### src/rtl/clkgen_pkg.sv
package clkgen_pkg;

    localparam int CODE_W = 3;
    localparam int DIV_W  = 4;

    typedef enum logic [0:0] {
        ST_WAIT = 1'b0,
        ST_RUN  = 1'b1
    } gen_state_e;

    // Divider map shared by the core and bus fields
    function automatic logic [DIV_W-1:0] fast_div(input logic [CODE_W-1:0] code);
        logic [DIV_W-1:0] d;
        unique case (code)
            3'd0:    d = 4'd1;
            3'd1:    d = 4'd2;
            3'd2:    d = 4'd3;
            3'd3:    d = 4'd4;
            3'd4:    d = 4'd5;
            default: d = 4'd8;
        endcase
        return d;
    endfunction

    // Divider map of the peripheral field
    function automatic logic [DIV_W-1:0] periph_div(input logic [CODE_W-1:0] code);
        logic [DIV_W-1:0] d;
        unique case (code)
            3'd0:    d = 4'd2;
            3'd1:    d = 4'd3;
            3'd2:    d = 4'd4;
            3'd3:    d = 4'd6;
            default: d = 4'd8;
        endcase
        return d;
    endfunction

endpackage

### src/rtl/clkgen_seq.sv
module clkgen_seq
    import clkgen_pkg::*;
(
    input  logic clk,
    input  logic rst_n,
    output logic run
);

    gen_state_e state_q;
    gen_state_e state_d;

    // State register
    always_ff @(posedge clk) begin
        if (!rst_n) state_q <= ST_WAIT;
        else        state_q <= state_d;
    end

    // Next state: WAIT_TO_RUN, RUN_HOLD
    always_comb begin
        unique case (state_q)
            ST_WAIT: state_d = ST_RUN;
            ST_RUN:  state_d = ST_RUN;
        endcase
    end

    // Outputs
    always_comb begin
        unique case (state_q)
            ST_WAIT: run = 1'b0;
            ST_RUN:  run = 1'b1;
        endcase
    end

    AST_WAIT_LEAVES: assert property (@(posedge clk) disable iff (!rst_n)
        !run |=> run);

endmodule

### src/rtl/clkgen_regs.sv
module clkgen_regs
    import clkgen_pkg::*;
#(
    parameter int DATA_W    = 16,
    parameter int ADDR_W    = 2,
    parameter int CTRL_ADDR = 0,
    parameter int PLL_BIT   = 10,
    parameter int N_DOM     = 3,
    parameter int CORE_LSB  = 6,
    parameter int BUS_LSB   = 3,
    parameter int PER_LSB   = 0,
    parameter logic [DATA_W-1:0] CTRL_RST = 'h0E0A
) (
    input  logic                           clk,
    input  logic                           rst_n,
    input  logic                           wr_en,
    input  logic [ADDR_W-1:0]              wr_addr,
    input  logic [DATA_W-1:0]              wr_data,
    input  logic [ADDR_W-1:0]              rd_addr,
    output logic [DATA_W-1:0]              rd_data,
    output logic [N_DOM-1:0][CODE_W-1:0]   codes,
    output logic                           pll_on,
    output logic                           ctrl_wr
);

    localparam int DEPTH = 1 << ADDR_W;
    localparam logic [ADDR_W-1:0] CTRL_A = ADDR_W'(CTRL_ADDR);

    logic [DATA_W-1:0] mem [DEPTH];
    logic [DATA_W-1:0] ctrl_w;

    always_ff @(posedge clk) begin
        if (!rst_n) begin
            for (int i = 0; i < DEPTH; i++) begin
                mem[i] <= (i == CTRL_ADDR) ? CTRL_RST : '0;
            end
        end else if (wr_en) begin
            mem[wr_addr] <= wr_data;
        end
    end

    assign ctrl_w  = mem[CTRL_A];
    assign rd_data = mem[rd_addr];
    assign pll_on  = ctrl_w[PLL_BIT];
    assign ctrl_wr = wr_en && (wr_addr == CTRL_A);

    for (genvar d = 0; d < N_DOM; d++) begin : g_field
        localparam int LSB = (d == 0) ? CORE_LSB : (d == 1) ? BUS_LSB : PER_LSB;
        assign codes[d] = ctrl_w[LSB +: CODE_W];
    end

    AST_SPARE_KEEPS_CTRL: assert property (@(posedge clk) disable iff (!rst_n)
        (wr_en && wr_addr != CTRL_A) |=> $stable(ctrl_w));

    AST_CTRL_LOADS: assert property (@(posedge clk) disable iff (!rst_n)
        ctrl_wr |=> ctrl_w == $past(wr_data));

endmodule

### src/rtl/clkgen_ratio_dec.sv
module clkgen_ratio_dec
    import clkgen_pkg::*;
#(
    parameter int RATIO_W    = 6,
    parameter int PRESCALE   = 6,
    parameter bit PERIPH_TBL = 1'b0
) (
    input  logic               clk,
    input  logic               rst_n,
    input  logic [CODE_W-1:0]  code,
    input  logic               pll_on,
    output logic [RATIO_W-1:0] ratio
);

    logic [DIV_W-1:0] base;

    if (PERIPH_TBL) begin : g_periph
        assign base = periph_div(code);
    end else begin : g_fast
        assign base = fast_div(code);
    end

    assign ratio = pll_on ? RATIO_W'(base) : RATIO_W'(base * PRESCALE);

    AST_PRESCALED_MULT: assert property (@(posedge clk) disable iff (!rst_n)
        !pll_on |-> (ratio != '0 && (ratio % RATIO_W'(PRESCALE)) == '0));

    AST_DIRECT_RANGE: assert property (@(posedge clk) disable iff (!rst_n)
        pll_on |-> (ratio >= RATIO_W'(1) && ratio <= RATIO_W'(8)));

endmodule

### src/rtl/clkgen_lane.sv
module clkgen_lane #(
    parameter int RATIO_W = 6
) (
    input  logic               clk,
    input  logic               rst_n,
    input  logic               run,
    input  logic               clr,
    input  logic [RATIO_W-1:0] ratio,
    output logic               stb
);

    logic [RATIO_W-1:0] cnt_q;

    always_ff @(posedge clk) begin
        if (!rst_n || clr)                       cnt_q <= '0;
        else if (cnt_q >= ratio - RATIO_W'(1))   cnt_q <= '0;
        else                                     cnt_q <= cnt_q + RATIO_W'(1);
    end

    assign stb = run && (cnt_q == '0);

    AST_CNT_IN_RANGE: assert property (@(posedge clk) disable iff (!rst_n)
        cnt_q < ratio);

    AST_PULSE_GAP: assert property (@(posedge clk) disable iff (!rst_n)
        (stb && ratio > RATIO_W'(1) && !clr) |=> !stb);

endmodule

### src/rtl/clk_ratio_gen.sv
module clk_ratio_gen
    import clkgen_pkg::*;
#(
    parameter int DATA_W    = 16,
    parameter int ADDR_W    = 2,
    parameter int CTRL_ADDR = 0,
    parameter int PLL_BIT   = 10,
    parameter int PRESCALE  = 6,
    parameter int RATIO_W   = 6
) (
    input  logic               clk,
    input  logic               rst_n,
    input  logic               wr_en,
    input  logic [ADDR_W-1:0]  wr_addr,
    input  logic [DATA_W-1:0]  wr_data,
    input  logic [ADDR_W-1:0]  rd_addr,
    output logic [DATA_W-1:0]  rd_data,
    output logic               core_stb,
    output logic               bus_stb,
    output logic               periph_stb,
    output logic [RATIO_W-1:0] core_ratio,
    output logic [RATIO_W-1:0] bus_ratio,
    output logic [RATIO_W-1:0] periph_ratio
);

    localparam int N_DOM = 3;
    localparam logic [ADDR_W-1:0] CTRL_A = ADDR_W'(CTRL_ADDR);

    logic                          run;
    logic                          ctrl_wr;
    logic                          pll_on;
    logic                          clr;
    logic [N_DOM-1:0][CODE_W-1:0]  codes;
    logic [N_DOM-1:0][RATIO_W-1:0] ratio_a;
    logic [N_DOM-1:0]              stb_a;

    clkgen_seq u_seq (
        .clk   (clk),
        .rst_n (rst_n),
        .run   (run)
    );

    clkgen_regs #(
        .DATA_W    (DATA_W),
        .ADDR_W    (ADDR_W),
        .CTRL_ADDR (CTRL_ADDR),
        .PLL_BIT   (PLL_BIT),
        .N_DOM     (N_DOM)
    ) u_regs (
        .clk     (clk),
        .rst_n   (rst_n),
        .wr_en   (wr_en),
        .wr_addr (wr_addr),
        .wr_data (wr_data),
        .rd_addr (rd_addr),
        .rd_data (rd_data),
        .codes   (codes),
        .pll_on  (pll_on),
        .ctrl_wr (ctrl_wr)
    );

    // Counters restart together while waiting and on every control write
    assign clr = !run || ctrl_wr;

    for (genvar d = 0; d < N_DOM; d++) begin : g_dom
        clkgen_ratio_dec #(
            .RATIO_W    (RATIO_W),
            .PRESCALE   (PRESCALE),
            .PERIPH_TBL (d == N_DOM - 1)
        ) u_dec (
            .clk    (clk),
            .rst_n  (rst_n),
            .code   (codes[d]),
            .pll_on (pll_on),
            .ratio  (ratio_a[d])
        );

        clkgen_lane #(
            .RATIO_W (RATIO_W)
        ) u_lane (
            .clk   (clk),
            .rst_n (rst_n),
            .run   (run),
            .clr   (clr),
            .ratio (ratio_a[d]),
            .stb   (stb_a[d])
        );
    end

    assign core_stb     = stb_a[0];
    assign bus_stb      = stb_a[1];
    assign periph_stb   = stb_a[2];
    assign core_ratio   = ratio_a[0];
    assign bus_ratio    = ratio_a[1];
    assign periph_ratio = ratio_a[2];

    AST_RESYNC_ALL: assert property (@(posedge clk) disable iff (!rst_n)
        ctrl_wr |=> (core_stb && bus_stb && periph_stb));

    AST_WAIT_QUIET: assert property (@(posedge clk) disable iff (!rst_n)
        !run |-> (stb_a == '0));

    AST_SPARE_NO_RATIO: assert property (@(posedge clk) disable iff (!rst_n)
        (wr_en && wr_addr != CTRL_A) |=> $stable(ratio_a));

endmodule

### config.mk
export PLATFORM = sky130hd
export DESIGN_NAME = clk_ratio_gen
export DESIGN_NICKNAME = d
export VERILOG_FILES = /design/src/rtl/clkgen_pkg.sv /design/src/rtl/clkgen_seq.sv /design/src/rtl/clkgen_regs.sv /design/src/rtl/clkgen_ratio_dec.sv /design/src/rtl/clkgen_lane.sv /design/src/rtl/clk_ratio_gen.sv
export SDC_FILE = /design/constraint.sdc
export NUM_CORES = 1
export LEC_CHECK = 0
export BUFFER_PORTS_ARGS = -buffer_cell sky130_fd_sc_hd__buf_4
export CORE_AREA = 4 4 93 95
export DETAILED_ROUTE_END_ITERATION = 8
export DIE_AREA = 0 0 97 99
export HOLD_SLACK_MARGIN = 0.06
export PLACE_DENSITY = 0.95
export REMOVE_ABC_BUFFERS = 1
export SLEW_MARGIN = 15
export SYNTH_ARGS = -nofsm -noshare
export SYNTH_HDL_FRONTEND = slang
export SYNTH_SLANG_ARGS = --single-unit
export TNS_END_PERCENT = 100
### constraint.sdc
create_clock -name clk -period 10.05 [get_ports clk]
set_clock_uncertainty 0.15 [all_clocks]
set_input_delay 1.005 -clock clk [delete_from_list [all_inputs] [get_ports clk]]
set_output_delay 1.005 -clock clk [all_outputs]
set_load 0.03 [all_outputs]
-- Word level (Yosys, flattened, before mapping)
Memories as Yosys holds them, arrays and structs flattened.
Index checks and enable logic that the tools add are counted.
- register bits after elaboration: 19
- RAM bits: 64
- input port bits: 23
- word-level logic and storage cells: 63
- memories kept: 1
- memory list (name ; depth ; width ; rd ports ; clocked after Yosys merged registers in ; write ports ; RTL line ; source):
    u_regs.mem ; 4 ; 16 ; 2 ; 0 ; 4 ; clkgen_regs.sv:29 ; logic [DATA_W-1:0] mem [DEPTH];
- add/subtract/negate cells: 6
- multipliers: 3
- magnitude comparators: 3
- eq/ne operators: 11
- mux-type cells: 15
- bitwise operators: 1
- reduce and logical (&&, ||, !) cells: 19
- operator list (cell ; count):
    $pmux W4 S5 ; 2
    $add A6 B1 Y6 const B ; 3
    $eq A3 B2 Y1 const B ; 6
    $ge A6 B6 Y1 ; 3
    $logic_not A6 Y1 ; 3
    $mux W6 ; 3
    $sub A6 B1 Y6 const B ; 3
    $mux W16 ; 1
    $pmux W4 S4 ; 1
    $reduce_or A16 Y1 ; 1
    $mul A4 B2 Y5 const B ; 3
    $eq A3 B1 Y1 const B ; 3
    $logic_not A3 Y1 ; 3
    $eq A3 B3 Y1 const B ; 2
    $mux W1 ; 6
    $reduce_or A2 Y1 ; 3
    $logic_and A1 B1 Y1 ; 4
    $logic_not A1 Y1 ; 2
    $logic_not A2 Y1 ; 1
    $logic_or A1 B1 Y1 ; 2
    $mux W2 ; 1
    $pmux W1 S2 ; 1
    $not A1 Y1 ; 1

-- Longest topological paths before layout
An unclocked memory read counts as a cell.
- depth after elaboration: 8
- depth in mapped cells: 17

-- Hierarchy
From an unflattened synthesis, not the netlist that was laid out.
- cell total of the unflattened synthesis: 430
- area, all modules: 5117.4 um^2
- modules (own cells, without submodules) (module ; instances ; cells each ; area each (um^2)):
    clkgen_regs ; 1 ; 176 ; 2920.3
    clkgen_lane ; 3 ; 54 ; 481.7
    clkgen_ratio_dec (g_dom[0].u_dec ...) ; 2 ; 38 ; 324.1
    clkgen_ratio_dec (g_dom[2].u_dec) ; 1 ; 14 ; 77.6
    clkgen_seq ; 1 ; 1 ; 20.0
    clk_ratio_gen ; 1 ; 1 ; 6.3

-- Least setup slack after synthesis
Ideal clock, no wire load.
- kind: flip-flop to output port
- start: memory u_regs.mem[0][3]
- end: output port bus_ratio[4]
- arrival time: 2955 ps
- data required time: 8895 ps
- slack: 5940 ps
- cell stages (with the launch flop): 13
- buffers on the path: 1
- cell sequence: edfxtp_1 -> buf_6 -> nand2b_4 -> o22ai_1 -> inv_1 -> ha_1 -> maj3_4 -> nor2_4 -> ha_1 -> inv_1 -> fa_1 -> xor2_1 -> nor2_1
- RTL lines (what ; RTL line ; source):
    start, declared ; clkgen_regs.sv:29 ;
    end, declared ; clk_ratio_gen.sv:22 ; output logic [RATIO_W-1:0] bus_ratio,

==> flow_metrics.py <==
metrics = {
    "worst_setup_path": {
        "worstPathMaxFanout": 8,
        "start_kind": "flip-flop",
        "crit_type": "reg2out",
        "rrSetupSlack_ns": 5.73,
        "cp.required_ns": 8.90,
        "cp.arrival_ns": 3.56,
        "endpoint_kind": "output port",
    },
    "clock_tree": {
        "cts_buffers": 9,
        "cts_tree": "yes",
        "clk_pin_slew_ns": 0.09,
        "hold_buffers": 0,
        "post_cts_buffers": 0,
        "clockRootBuffer": "clkbuf_8",
        "cts_sinks": 83,
        "htree_num_levels": 3,
        "clockBufferDepth": 2,
        "cts_repair_resize_count": 0,
        "clk_latency_ns": 0.35,
    },
    "drt": {
        "post_drt_via_cell_ratio": 5.76,
        "wl_per_cell_um": 17.4,
        "firstDrtPassIters": 5,
        "drc": 0,
        "ant_nets": 0,
        "drt_iter0_markers": 171,
        "routed_wl_um": 10300,
        "vias": 3395,
    },
    "placement": {
        "globalplace.congestion": 0.867,
        "hpwl_um": 7470,
        "numPortBuffers": 59,
        "placed_area_mm2": 0.00527,
    },
    "die": {
        "rows": 32,
        "core-area_mm2": 0.00773,
        "die_area_mm2": 0.00960,
        "die_height_um": 99,
        "die_x_um": 97,
        "start_util_pct": 62.0,
        "boundaryPins": 60,
    },
    "power_and_ir_drop": {
        "finalPower_mw": 0.874,
        "ir_worst_vdd_mv": 0.129,
        "powerDensity_mw_per_mm2": 160,
        "power_leakage_nw": 2.37,
    },
    "sta": {
        "finalSetupTns_ns": 0,
        "finalMaxSlewViolations": 0,
        "finalSetupViolations": 0,
        "worst_pin_slew_ns": 0.957,
        "hold_violations": 0,
        "fin_crit_ns": 4.72,
        "max_slew_margin_pct": 35.2,
        "post-route-period-util_pct": 46.9,
        "fin_hold_ws_ns": 0.319,
        "rsz0062_at_grt": "no",
        "fmax_mhz": 212,
    },
    "status": {
        "status": "finished clean",
    },
    "synth": {
        "yosysUniqueCellTypes": 51,
        "synth.avg_cell_area_um2": 11.1,
        "yosysTopAreaCell": "edfxtp_1",
        "synthTopCellsByArea": "edfxtp_1 (40%), ha_1 (8.6%), dfxtp_1 (7.9%)",
        "synth_ff_type": "edfxtp_1",
        "synth_top_cell_area_share_pct": 40.1,
        "ys_ff_latch": 83,
        "syn_area_mm2": 0.00479,
        "async_flop_share_pct": 0,
        "synth_edf_count": 64,
        "ys_warn_count": 0,
        "synth_seq_area_share_pct": 48.0,
        "synth_cells": 431,
    },
    "cells_and_area": {
        "synthToLayoutAreaGrowth_pct": 14.0,
        "final_layout_size_suffix_gt1_share_pct": 22.2,
        "fin_area_mm2": 0.00547,
        "final_nets": 541,
        "antenna_cells": 0,
        "fin_util_pct": 70.7,
    },
    "flow_run": {
        "maxCapViolations": 0,
    },
    "min_path": {
        "hold_path.class": "reg2reg",
    },
    "global_route": {
        "grt_overflow": 0,
        "grt_max_degree": 29,
        "grt_pass1_wl_um": 17000,
        "grt_usage_pct": 22.0,
        "grt_pass1_vias": 3554,
        "antenna_found_initial": 0,
    },
}
## final cells by class
| type | count | area (µm²) |
|---|---|---|
| inverter | 40 | 150 |
| clock buffer | 9 | 124 |
| multi-input combinational | 287 | 2230 |
| tap | 102 | 128 |
| sequential | 83 | 2300 |
| timing repair buffer | 61 | 458 |
| fill | 531 | 2260 |
| clock inverter | 7 | 76.3 |
## final timing paths
kind / startpoint / to / cells after the start
setup / recovery: u_regs.mem[0][3]$_SDFFCE_PN1P_ / bus_ratio[4] / 12
hold / removal: g_dom[0].u_lane.cnt_q[0]$_SDFF_PP0_ / g_dom[0].u_lane.cnt_q[0]$_SDFF_PP0_ / 1
setup reg to reg: u_regs.mem[0][3]$_SDFFCE_PN1P_ / g_dom[1].u_lane.cnt_q[3]$_SDFF_PP0_ / 16
hold reg to reg: g_dom[0].u_lane.cnt_q[0]$_SDFF_PP0_ / g_dom[0].u_lane.cnt_q[0]$_SDFF_PP0_ / 1
## metrics by stage
step                instances  setup WS (ns)
floorplan                 410           5.86
CTS                       589           5.33
finish                    589           5.33
global placement          573           5.88
global route              589           5.13
detailed placement        573           5.75
## state kept, by name, summed over array words and instances (netlist names)
name,flops
u_regs.mem,64
g_dom.u_lane.cnt_q,18
u_seq.state_q,1
## cell usage after synthesis (2+ instances only)
cell type,n
a211oi_1,6
a21o_1,4
a21oi_1,7
a21oi_2,2
a22oi_1,2
and2_1,3
and3_1,16
buf_2,10
buf_4,2
buf_6,2
clkbuf_1,6
dfxtp_1,19
edfxtp_1,64
fa_1,3
ha_1,33
inv_1,38
inv_2,2
mux2_2,5
mux2i_1,2
mux4_2,15
nand2_1,32
nand2b_1,11
nand3_1,9
nor2_1,68
nor2b_1,3
nor3_1,5
nor4_1,3
o211ai_1,3
o21ai_0,3
o21ai_1,6
o22ai_1,2
xnor2_1,12
xor2_1,15
## kinds of logic after synthesis
| group | count (synthesis) | synth area share (%) |
|---|---|---|
| flip-flops | 83 | 48.0 |
| AO/OA/AOI/OAI | 44 | 6.94 |
| XOR/XNOR | 27 | 4.93 |
| buffers and inverters | 61 | 5.51 |
| multiplexers | 23 | 9.19 |
| AND/OR/NAND/NOR | 155 | 15.0 |
| adder cells (fa/ha/maj) | 38 | 10.4 |
## cells in the final DEF (no fill, tap or decap), types with 2 or more instances in the layout
master	synthesis	final
nor2_1	68	68
edfxtp_1	64	64
buf_4	2	61
inv_1	38	38
ha_1	33	33
nand2_1	32	32
dfxtp_1	19	19
and3_1	16	16
xor2_1	15	15
mux4_2	15	15
xnor2_1	12	12
nand2b_1	11	11
nand3_1	9	9
clkbuf_8	0	9
o21ai_1	6	8
a21oi_1	7	7
a211oi_1	6	6
nor3_1	5	5
mux2_2	5	5
a21o_1	4	4
nor2b_1	3	3
and2_1	3	3
nor4_1	3	3
o211ai_1	3	3
fa_1	3	3
inv_2	2	2
o22ai_1	2	2
a21oi_2	2	2
mux2i_1	2	2
a22oi_1	2	2
clkinv_2	0	2
## worst max-delay path: stages (launching register included)
cell and delay (ns):
edfxtp_1 0.56, nand2b_4 0.22, o22ai_1 0.27, inv_1 0.14
ha_1 0.33, maj3_4 0.39, nor2_4 0.14, ha_1 0.16
inv_1 0.05, fa_1 0.37, xor2_1 0.25, nor2_1 0.11
buf_4 0.22
## power by group
part	leakage [nW]	total (mW)	switching [mW]	internal, mW
registers	0.784	0.408	0.0158	0.392
clock network	0.102	0.246	0.129	0.117
logic	1.48	0.220	0.129	0.0915
## routing by layer
metal | global-route usage, % | wire length, µm
met1 | 26.0 | 3930
met2 | 40.0 | 5450
met3 | 5.66 | 729
met4 | 5.83 | 147
met5 | 0 | 0
Note: power is estimated with default switching activity, not from simulation.
